==> config.mk <==
export PLATFORM = sky130hd
export DESIGN_NAME = gtlb_cache
export DESIGN_NICKNAME = d
export VERILOG_FILES = /design/src/rtl/gtlb_cache.sv
export SDC_FILE = /design/constraint.sdc
export NUM_CORES = 1
export LEC_CHECK = 0
export BUFFER_PORTS_ARGS = -buffer_cell sky130_fd_sc_hd__buf_2
export CAP_MARGIN = 40
export CELL_PAD_IN_SITES_DETAIL_PLACEMENT = 1
export CELL_PAD_IN_SITES_GLOBAL_PLACEMENT = 1
export CORE_ASPECT_RATIO = 0.75
export CORE_UTILIZATION = 50
export CTS_CLUSTER_SIZE = 40
export DETAILED_ROUTE_END_ITERATION = 8
export PLACE_DENSITY = 0.85
export SLEW_MARGIN = 30
export SYNTH_ARGS = -nofsm -noshare
export SYNTH_HDL_FRONTEND = slang
export SYNTH_SLANG_ARGS = --single-unit
export TNS_END_PERCENT = 5
==> constraint.sdc <==
create_clock -name clk -period 5.55 [get_ports clk]
set_clock_uncertainty 0.1 [all_clocks]
set_input_delay 0 -clock clk [delete_from_list [all_inputs] [get_ports clk]]
set_output_delay 0 -clock clk [all_outputs]
set_load 0.03 [all_outputs]
==> src/rtl/gtlb_cache.sv <==
module gtlb_cache #(
  parameter int ENTRIES = 8,
  parameter int VMID_W  = 14,
  parameter int TAG_W   = 20,
  parameter int PPN_W   = 20,
  localparam int IDX_W  = (ENTRIES > 1) ? $clog2(ENTRIES) : 1,
  localparam int FADDR_W = TAG_W + 10
) (
  input  logic               clk,
  input  logic               rst_n,
  input  logic               lk_req,
  input  logic               lk_kind,
  input  logic [VMID_W-1:0]  lk_vmid,
  input  logic [TAG_W-1:0]   lk_tag,
  output logic               lk_hit,
  output logic [PPN_W-1:0]   lk_ppn,
  input  logic               rf_en,
  input  logic               rf_kind,
  input  logic [VMID_W-1:0]  rf_vmid,
  input  logic [TAG_W-1:0]   rf_tag,
  input  logic [PPN_W-1:0]   rf_ppn,
  input  logic               fn_en,
  input  logic               fn_has_addr,
  input  logic               fn_has_vmid,
  input  logic [FADDR_W-1:0] fn_addr,
  input  logic [VMID_W-1:0]  fn_vmid
);

  logic [ENTRIES-1:0] vld, knd, kill, hv, vld_post;
  logic [VMID_W-1:0]  vm_q  [ENTRIES];
  logic [TAG_W-1:0]   tag_q [ENTRIES];
  logic [PPN_W-1:0]   ppn_q [ENTRIES];
  logic [IDX_W-1:0]   rr, free_idx, victim;
  logic               has_free, hit_any;
  logic [PPN_W-1:0]   hit_ppn;
  logic [FADDR_W+1:0] fence_gpa;
  logic [TAG_W-1:0]   fence_tag;

  assign fence_gpa = {fn_addr, 2'b00};
  assign fence_tag = fence_gpa[TAG_W+11:12];

  for (genvar i = 0; i < ENTRIES; i++) begin : g_ent
    logic vm_sel, ad_sel;
    assign vm_sel  = !fn_has_vmid || (vm_q[i] == fn_vmid);
    assign ad_sel  = !fn_has_addr || (tag_q[i] == fence_tag);
    assign kill[i] = fn_en && vld[i] && vm_sel && (knd[i] || ad_sel);
    assign hv[i]   = vld[i] && (knd[i] == lk_kind) && (vm_q[i] == lk_vmid) && (tag_q[i] == lk_tag);
  end

  assign vld_post = vld & ~kill;

  always_comb begin
    has_free = 1'b0;
    free_idx = '0;
    for (int i = ENTRIES - 1; i >= 0; i--)
      if (!vld_post[i]) begin
        has_free = 1'b1;
        free_idx = IDX_W'(i);
      end
  end

  assign victim = has_free ? free_idx : rr;

  always_comb begin
    hit_any = 1'b0;
    hit_ppn = '0;
    for (int i = 0; i < ENTRIES; i++)
      if (hv[i]) begin
        hit_any = 1'b1;
        hit_ppn = hit_ppn | ppn_q[i];
      end
  end

  always_ff @(posedge clk) begin
    if (!rst_n) begin
      vld    <= '0;
      rr     <= '0;
      lk_hit <= 1'b0;
      lk_ppn <= '0;
    end else begin
      vld <= vld_post;
      if (rf_en) begin
        vld[victim] <= 1'b1;
        if (!has_free)
          rr <= (rr == IDX_W'(ENTRIES - 1)) ? '0 : rr + 1'b1;
      end
      lk_hit <= lk_req && hit_any;
      lk_ppn <= (lk_req && hit_any) ? hit_ppn : '0;
    end
  end

  always_ff @(posedge clk) begin
    if (rf_en) begin
      knd[victim]   <= rf_kind;
      vm_q[victim]  <= rf_vmid;
      tag_q[victim] <= rf_tag;
      ppn_q[victim] <= rf_ppn;
    end
  end

endmodule

; ---- Yosys cells after proc, flatten, opt, wreduce, memory -nomap -nowiden
; Memories as Yosys holds them, arrays and structs flattened.
; Index checks and enable logic that the tools add are counted.
[word_totals]
regBits = 40
ramBits = 432
output_inout_bits = 21
elab_cells = 181
memories = 3
[memory_table]
columns = memory, depth, word_bits, rd, rd_ports_with_merged_regs, write_ports, line
row1 = ppn_q, 8, 20, 8, 0, 1, 32  ; logic [PPN_W-1:0] ppn_q [ENTRIES];
row2 = tag_q, 8, 20, 8, 0, 1, 31  ; logic [TAG_W-1:0] tag_q [ENTRIES];
row3 = vm_q, 8, 14, 8, 0, 1, 30  ; logic [VMID_W-1:0] vm_q [ENTRIES];
[classes]
addsub = 1
magnitude_cmp = 2
eq_ne = 41
n_mux = 40
bitwise = 11
n_reduce_logical = 78
[ops]
columns = operator, n
row1 = == test 20 bit, 16
row2 = == test 14 bit, 16
row3 = 2-to-1 mux 20 bit, 8
row4 = OR 20 bit, 7
row5 = logical AND 1 bit, 50
row6 = 2-to-1 mux 3 bit, 10
row7 = logical OR 1 bit, 24
row8 = 2-to-1 mux 1 bit, 19
row9 = AND 8 bit, 1
row10 = bitwise mux 8 bit, 1
row11 = == test 1 bit, 8
row12 = 2-to-1 mux 8 bit, 1
row13 = inverter 8 bit, 1
row14 = OR 8 bit, 1
row15 = "< comparator 3 x 4 -> 1 bit, second input constant", 1
row16 = AND reduction 2 bit, 2
row17 = "adder 3 x 1 -> 3 bit, second input constant", 1
row18 = demux 1 bit (select 3 bit), 1
row19 = "== test 3 bit, second input constant", 1
row20 = ">= comparator 3 x 1 -> 1 bit, second input constant", 1
row21 = zero test 1 bit, 2
row22 = inverter 1 bit, 1

; ---- Logic depth before layout (Yosys ltp)
; Gate-level depths: netlist of the first run.
; An unclocked memory read counts as a cell.
[depth]
ltp_word = 22
depth_mapped = 10
mapped_depth_nobuf = 9

; ---- Least setup slack after synthesis of the first run
; No wires, ideal clock.
[synth_timing]
path_type = register to register
start = mem tag_q[7][6]
end = reg knd[3] (enable)
setup_time_ps = 468
arrival_ps = 4182
required_time_ps = 4982
slack_ps = 800
path_stages_with_launch = 10
path_buffers = 0
path_cell_list = edfxtp_1 -> xor2_1 -> nor4_1 -> nand3_1 -> nor3_1 -> o32a_2 -> a21oi_1 -> o311ai_1 -> a22oi_2 -> nor2_1
[synth_lines]
columns = item, line
row1 = from (decl), 31
row2 = "to (signal, indexed assignment)", 94  ; knd[victim] <= rf_kind;
row3 = to (decl), 29  ; logic [ENTRIES-1:0] vld, knd, kill, hv, vld_post;

==> metrics, run 1 <==
Worst R2R Start tag_q[1][13]; post-placement cell area around 0.023 mm²; chip width 243 µm; full die area 0.0444 mm²; hold_buf cts 59; status completed; layout cells sized above 1 16.5%; async set-reset flop share out of synthesis 0%; most frequent cells in the layout edfxtp_1, xor2_1, xnor2_1, buf_2, nor4_1; IO Port Bufs 151; DP HPWL 57.8 mm; post-cts resize count 0; Slew headroom between 30% and 40%; post-synth cell types 46; Initial DRC Count 2667; clk_lat worst skew about 0.59 ns; kind of critical path reg -> reg; Cells after Synth 1495; Post-Route WL approximately 82 mm; maxcap violations 0; R2R cell count 10; Post-Syn Area between 0.02 and 0.025 mm²; ANT nets after route 0; initial antenna violation count 5; CTS tree yes; area fraction of the dominant cell type after synthesis 60.7%; first-pass GRT wire length 114 mm; final instance area roughly 0.025 mm²; wire length per cell 35.6 µm; post-synthesis mux area share 0.0919%; crit path to ppn_q[7][5]; sequential area share after synthesis 63.6%; crit end category flip-flop; ys flop type edfxtp_1; syn nets 1638; crit start category flip-flop; Post-Synth Simple-Gate Area 6.47%; minimum clock period after layout 4.44 ns; Ys Warns 0; largest net degree at the start of global routing 56; Critical Path Fanout Max 22; final setup TNS 0 ns; most common cell after layout, fill and taps aside edfxtp_1; synthesis-stage register bit count 472; vias per cell 6.49; Max VDD drop about 260 µV; GRT overflow 0; RSZ-0062 raised after global routing no; critical path startpoint tag_q[1][13]; initial core utilization between 50 and 60%; Row Count 65; xor and xnor area share after synthesis 22.2%; I/O pin count around 160; Synth area leader edfxtp_1; largest family of logic cells by synthesized area XOR/XNOR gates; compound-gate portion of the synthesized area 5.23%; Fill cells approximately 4000; number of enable flip-flop cells after synthesis 440; Final nets 1842; Fin. Hold Viols 0; f_max 0.225 GHz; DR pass1 iterations 6; DRC Markers 0; H-tree depth 2; gpl congestion 1.04; CP Data Arrival Time 4.61 ns; Crit path required time between 5 and 6 ns; PwrDens 315 mW/mm²; fin. max-slew vios 0; vias post-DR 15000; clock sinks approximately 470; Post-CTS Setup Bufs 0; area grow syn2layout 16.4%; syn avg cell area ~15 µm²; worst slew pin tran 0.962 ns; endpoints failing setup 0; DP Worst Slack 1.23 ns; vias in the first global route 14900; FF-to-FF End ppn_q[7][5]; Synth area leaders edfxtp_1, xor2_1, xnor2_1, dfxtp_1, nor4_1; CTS root buf clkbuf_16; worst hold path class in -> reg; reg-to-reg slack, setup 1.11 ns; GRT Util Overall between 30% and 40%; DIE HEIGHT 183 µm; Tcrit/Tclk final 79.9%; CTS clk-pin slew, worst paths ~0.06 ns; Core Area about 0.043 mm²; Max Buffers Root-to-Sink 3; Synth Area in Adders 0.115%; Final WS setup 1.11 ns; Pleak 8.39 nW; diode count 0; CTS buffer count 47
area by class of cell:
cell class                      count  area [µm²]  area share, %
Sequential cell                   472       13900           54.6
Multi-Input combinational cell    928        7530           29.7
Inverter                            4        15.0         0.0592
Clock inverter                     20         135          0.533
Tap cell                          569         712           2.81
Timing Repair Buffer              246        1750           6.89
Clock buffer                       68        1360           5.35
worst min-delay path by stage:
stage,startpoint,depth (start not counted),end
detailed placement,rf_ppn[6],1,ppn_q[6][6]
global placement,rf_ppn[19],1,ppn_q[0][19]
CTS,lk_req,4,lk_hit
finish,lk_req,4,lk_hit
floorplan,rf_kind,0,knd[0]
global route,lk_req,4,lk_hit
cell usage after synthesis, types with 2 or more instances:
cell type  count
nand2b_1       3
nand2_1       20
o311ai_1       2
nor4_1        98
nand3_1       26
inv_1          4
buf_1          2
dfxtp_1       32
clkbuf_1      30
buf_4         14
ha_1           2
nand4_1       64
buf_6          6
edfxtp_1     440
a21oi_1        4
o32ai_1        3
a22o_1        40
o211ai_1       2
mux2i_1        2
o32a_2         2
buf_2         39
nor3_2         2
a31o_1         2
o22ai_1        6
a221oi_1      40
xor2_1       320
o32a_1         5
and3_1         2
nor2_1        11
a21boi_1      19
xnor2_1      232
nor3_1         7
flip-flops by register name, summed over array words and instances, names as in the netlist:
name and count:
knd 8, lk_ppn 20, ppn_q 160, tag_q 160, lk_hit 1, vld 8, rr 3, vm_q 112
stage by stage:
stage | std cells | hold WS, ns | util (%) | total power [mW]
after global placement | 2156 | 0.161 | 54.6 | 4.80
after global routing | 2307 | 0.0980 | 59.6 | 8.13
after floorplan | 1495 | -0.00113 | - | 4.49
after detailed placement | 2158 | 0.183 | 54.7 | 4.83
final | 2307 | 0.110 | 59.6 | 8.00
after CTS | 2305 | 0.0686 | 59.6 | 7.95
power breakdown:
part	total, mW	internal (mW)	switching [mW]	leakage (nW)
registers	4.05	3.99	0.0589	4.26
logic	0.786	0.240	0.546	3.40
clock network	3.16	1.75	1.41	0.737
logic make-up (layout without fill, tap and decap cells):
kind of cell | Yosys count | in the layout
compound gates | 133 | 133
xor+xnor | 552 | 552
fa+ha+maj | 2 | 2
buf+inv | 95 | 338
flops | 472 | 472
mux | 2 | 2
simple gates | 239 | 239
per-layer routing:
metal / share of wire [%] / GRT usage [%]
met1: 39 / 52.1
met4: 2.8 / 9.76
met2: 44 / 55.4
met3: 14 / 11.2
met5: 0.068 / 0
critical path, stage by stage (launching register included):
cell	delay [ns]
edfxtp_1	0.48
xor2_1	0.22
nor4_1	0.77
nand3_1	0.29
nor3_1	0.32
o32a_1	0.33
inv_1	0.06
o311ai_1	0.13
a22o_2	0.40
and3_2	0.70
buf_12	0.29
Note: power is estimated with default switching activity, not from simulation.
==> run 2, diff against run 1 <==
- clock period: 5.55 -> 4.3 ns (I/O delays scaled with it)
==> run 2 against run 1 <==
  * The run now ends with negative setup slack left
  * Largest power group unchanged
  * Worst setup slack got worse by 1.1 ns
  * Die area did not move
  * Utilization rose by 0.21 points
  * Final cell count rose by 0.56%
  * Wire length rose by 2.2%
==> metrics, run 2 (synthesis results as in run 1) <==
endpoints failing setup 1 (+1); ordered cell list for the critical path xor2_1, nor4_1, nand3_1, nor3_1, o32a_4, nor2_1, a21oi_1, o211ai_1, nor2_4, buf_12; post-placement cell area 0.0233 mm² (+0.41%); Max Buffers Root-to-Sink 3 (unchanged); wire length per cell 36.2 µm (+1.6%); CTS buffer count 47 (unchanged); Fin. Hold Viols 0 (unchanged); post-cts resize count 0 (unchanged); full die area 0.0444 mm² (unchanged); Buf/Inv on CP 1 (-1); worst slew pin tran 1.00 ns (+0.0386 ns); initial core utilization 51.2% (unchanged); Initial DRC Count 2378 (-11%); clock sinks 472 (unchanged); DP HPWL 58.8 mm (+1.9%); Post-CTS Setup Bufs 0 (unchanged); Final WS setup -0.00161 ns (-1.12 ns); crit start category flip-flop; Post-Route WL 83.9 mm (+2.2%); Largest regs ppn_q x160, tag_q x160, vm_q x112; Max VDD drop 331 µV (+29%); I/O pin count 162 (unchanged); first-pass GRT wire length 117 mm (+2.5%); RSZ-0062 raised after global routing no; Post-Route Utilization 59.8% (+0.21 points); switching share of power 25.8% (+0.58 points); DR pass1 iterations 9 (+3); Core Area 0.0425 mm² (unchanged); Internal 7.72 mW (+29%); initial antenna violation count 5 (unchanged); Row Count 65 (unchanged); GRT Util Overall 37.7% (+0.89 points); CP delay by family, top simple AND/OR/NAND/NOR gates; chip width 243 µm (unchanged); DIE HEIGHT 183 µm (unchanged); dpl cells 2169 (+0.51%); Psw 2.69 mW (+33%); vias in the first global route 15400 (+2.7%); violated checks negative setup slack; reg-to-reg slack, setup -0.002 ns (-1.12 ns); final setup TNS -0.00161 ns (-0.00161 ns); DP Worst Slack 0.257 ns (-0.978 ns); largest net degree at the start of global routing 56 (unchanged); clk_lat worst skew 0.60 ns (about the same); vias per cell 6.61 (+1.9%); most common cell after layout, fill and taps aside edfxtp_1; kind of critical path reg -> reg; CTS tree yes; DRC Markers 0 (unchanged); IO Port Bufs 151 (unchanged); Max stage delay on crit path 0.87 ns (+0.10 ns); met3 Track Usage GR 14.2% (+3.0 points); H-tree depth 2 (unchanged); Pleak 8.45 nW (+0.71%); status finished, violations left; vias post-DR 15300 (+2.4%); worst hold path class in -> reg; Tcrit/Tclk final 100% (+20 points); Tot Pwr 10.4 mW (+30%); minimum clock period after layout 4.30 ns (-0.135 ns); Slew headroom 32.7% (-2.6 points); worst hold margin 0.0830 ns (-0.0270 ns); gpl congestion 1.16 (+12%); layout cells sized above 1 16.9% (+0.41 points); critical path startpoint tag_q[2][13]; slowest stage cell, crit path nor4_1; Crit path required time 4.41 ns (-1.31 ns); GRT overflow 0 (unchanged); busiest grt layer met2; final instance area 0.0254 mm² (+0.36%); maxcap violations 0 (unchanged); Worst R2R Start tag_q[2][13]; area grow syn2layout 16.8%; Final nets 1853 (+0.60%); ANT nets after route 0 (unchanged); Fill cells 4047 (+1.5%); CTS root buf clkbuf_16; sequential share of power 50.3% (-0.3 points); PwrDens 409 mW/mm² (+30%); hold_buf cts 59 (unchanged); crit end category flip-flop; Clk pwr share 39.7% (+0.2 points); Finished Layout Cells 2320 (+0.56%); Logic pwr share 10.0% (+0.2 points); GR Util met2 56.9% (+1.5 points); most frequent cells in the layout edfxtp_1, xor2_1, xnor2_1, buf_2, nor4_1; met1 Usage GRT 50.8% (-1.3 points); fin. max-slew vios 0 (unchanged); origin of the worst min-delay path lk_req; CTS clk-pin slew, worst paths 0.07 ns (about the same); f_max 0.232 GHz (+3.1%); CP Data Arrival Time 4.41 ns (-0.20 ns); Critical Path Fanout Max 55 (+150%)
## run 2: changes by cell type in the layout (fill, tap and decap cells not counted), moves of 2 or more
cell and delta:
buf_4 +12, clkbuf_1 +3, clkbuf_8 -3, clkdlybuf4s15_2 -2, diode_2 +2
## run 2: worst reg2reg max path: stages (launching register included)
cell and delay (ns):
edfxtp_1 0.43, xor2_1 0.23, nor4_1 0.87, nand3_1 0.30, nor3_1 0.40, o32a_4 0.28
nor2_1 0.07, a21oi_1 0.34, o211ai_1 0.29, nor2_4 0.17, buf_12 0.33
## run 2: layer usage
layer  vias up  part of all wire [%]
met5         -                 0.041
met1      7826                    38
met4         6                   3.4
met3       201                    15
li1       6002                     -
met2      1298                    44
## run 2: layout make-up
class | instances | area, µm² | share of cell area [%]
sequential | 472 | 13900 | 54.4
multi-input combinational | 928 | 7530 | 29.6
timing repair buffer | 257 | 1840 | 7.22
clock buffer | 67 | 1300 | 5.11
tap | 569 | 712 | 2.80
clock inverter | 21 | 186 | 0.733
inverter | 4 | 15.0 | 0.0590
antenna | 2 | 5.00 | 0.0197
## run 2: worst paths after layout
kind	to	depth (start not counted)
setup / recovery	tag_q[2][12]	10
hold / removal	lk_hit	4
setup reg to reg	tag_q[2][12]	10
hold reg to reg	rr[0]	2
## run 2: power by group through the flow
| stage | Sequential (mW) | Combinational [mW] | Clock, mW |
|---|---|---|---|
| after floorplan | 5.31 | 0.480 | 0 |
| after CTS | 5.23 | 0.982 | 4.08 |
| after global routing | 5.23 | 1.05 | 4.28 |
| final | 5.23 | 1.04 | 4.13 |
| after global placement | 5.31 | 0.899 | 0 |
| after detailed placement | 5.32 | 0.925 | 0 |
==> run 3, diff against run 2 <==
==> constraint.sdc (replaced) <==
create_clock -name clk -period 4.3 [get_ports clk]
set_clock_uncertainty 0.1 [all_clocks]
set_input_delay 0.215 -clock clk [delete_from_list [all_inputs] [get_ports clk]]
set_output_delay 0.215 -clock clk [all_outputs]
set_load 0.03 [all_outputs]
==> run 3 against run 2 <==
  * Fmax increased by 5.2%
  * The flow now finishes without violations
  * Largest power group unchanged
  * Combinational power about the same
  * Utilization increased by 0.54 points
  * Critical path type unchanged
  * Clock power decreased by 4%
  * Flip-flop and latch count unchanged
  * First-iteration DRC count increased by 10%
  * Total power decreased by 1.4%
  * Highest routed layer unchanged
==> metrics, run 3 (synthesis results as in run 1) <==
layout cells sized above 1 17.7% (+0.79 points); post-cts resize count 0 (unchanged); Slew headroom 36.4% (+3.7 points); clock sinks 472 (unchanged); Final WS setup 0.211 ns (+0.212 ns); vias in the first global route 14800 (-3.4%); Critical Path Fanout Max 17 (-69%); vias per cell 6.48 (-1.9%); kind of critical path reg -> reg; H-tree depth 2 (unchanged); CP Data Arrival Time 4.27 ns (-0.14 ns); vias post-DR 15100 (-1.3%); Largest regs ppn_q x160, tag_q x160, vm_q x112; DP HPWL 60.1 mm (+2.1%); Row Count 65 (unchanged); initial antenna violation count 4 (-1); RSZ-0062 raised after global routing no; GRT overflow 0 (unchanged); IO Port Bufs 151 (unchanged); Post-Route Utilization 60.4% (+0.54 points); worst slew pin tran 0.945 ns (-0.0550 ns); Final nets 1875 (+1.2%); GRT Util Overall 37.4% (-0.30 points); DIE HEIGHT 183 µm (unchanged); DR pass1 iterations 5 (-4); CTS buffer count 46 (-2.1%); Post-Route WL 83.6 mm (-0.41%); most frequent cells in the layout edfxtp_1, xor2_1, xnor2_1, buf_2, nor4_1; Initial DRC Count 2624 (+10%); Post-CTS Setup Bufs 0 (unchanged); Crit path required time 4.48 ns (+0.07 ns); DP Worst Slack 0.430 ns (+0.173 ns); CTS clk-pin slew, worst paths 0.06 ns (about the same); area grow syn2layout 17.9%; chip width 243 µm (unchanged); Tcrit/Tclk final 95.1% (-4.9 points); most common cell after layout, fill and taps aside edfxtp_1; I/O pin count 162 (unchanged); diode count 0 (-2); Max VDD drop 284 µV (-14%); switching share of power 25.7% (-0.13 points); full die area 0.0444 mm² (unchanged); wire length per cell 35.8 µm (-1.1%); hold_buf cts 57 (-3.4%); first-pass GRT wire length 116 mm (-1.2%); initial core utilization 51.2% (unchanged); worst hold path class in -> reg; Internal 7.62 mW (-1.3%); sequential share of power 51.0% (+0.7 points); Logic pwr share 10.3% (+0.3 points); Pleak 8.55 nW (+1.3%); CTS root buf clkbuf_16; fin. max-slew vios 0 (unchanged); crit start category flip-flop; endpoints failing setup 0 (-1); Clk pwr share 38.8% (-0.9 points); Core Area 0.0425 mm² (unchanged); maxcap violations 0 (unchanged); crit end category flip-flop; gpl congestion 1.06 (-8.9%); PwrDens 399 mW/mm² (-2.3%); Psw 2.63 mW (-1.9%); Fin. Hold Viols 0 (unchanged); clk_lat worst skew 0.59 ns (about the same); status completed; largest net degree at the start of global routing 43 (-23%); Max Buffers Root-to-Sink 3 (unchanged); ANT nets after route 0 (unchanged); f_max 0.245 GHz (+5.2%); minimum clock period after layout 4.09 ns (-0.212 ns); CTS tree yes; DRC Markers 0 (unchanged)
## run 3: cell count changes in the layout (fill, tap and decap cells not counted), sizes merged, moves of 2 or more
cell and change:
buf +22, clkbuf -4, clkinv +2, clkinvlp +2, diode -2, dlygate4sd3 -2
## run 3: through the flow
stage	std cells	power, mW	hold WS [ns]	cell area (µm²)	TNS, ns
2_1_floorplan	1495	5.79	0.214	21800	-144.10
3_3_place_gp	2191	6.24	0.377	23700	0
3_5_place_dp	2191	6.27	0.385	23700	0
4_1_cts	2331	10.2	0.0943	25600	0
5_1_grt	2336	10.4	0.140	25700	0
6_report	2336	10.3	0.117	25700	0
## run 3: worst paths after layout
path	end	cells after the start	startpoint	slack [ns]
max reg2reg	ppn_q[0][9]	9	tag_q[4][2]	0.21
min	vld[5]	4	fn_has_addr	0.12
min reg2reg	rr[0]	2	rr[0]	0.42
max	ppn_q[0][9]	9	tag_q[4][2]	0.21
## run 3: power by group through the flow
stage	combinational [mW]	clock (mW)	sequential, mW
CTS	1.00	3.96	5.22
detailed placement	0.948	0	5.32
finish	1.05	3.98	5.23
global route	1.06	4.11	5.23
global placement	0.933	0	5.31
floorplan	0.480	0	5.31
## run 3: cell type report
cell class | count | area [µm²]
clock inverters | 24 | 189
multi-input cells | 928 | 7530
flip-flops and latches | 472 | 13900
fillers | 4058 | 16900
inverters | 4 | 15.0
clock buffers | 59 | 1220
well taps | 569 | 712
repair buffers | 280 | 2160
## run 3: critical path: stages (launching register included)
cell	delay, ns
edfxtp_1	0.43
xnor2_1	0.65
nand4_1	0.27
nor3_1	0.60
o32a_1	0.38
nor4_2	0.10
and2_1	0.19
a22o_2	0.32
nor2_4	0.46
buf_12	0.26
## run 3: routing by layer
metal / part of all wire (%) / GRT usage (%) / wire length [µm]
met3: 13 / 10.5 / 11200
met5: 0.029 / 0 / 24
met1: 40 / 53.7 / 33100
met4: 2.0 / 7.67 / 1710
met2: 45 / 57.1 / 37500
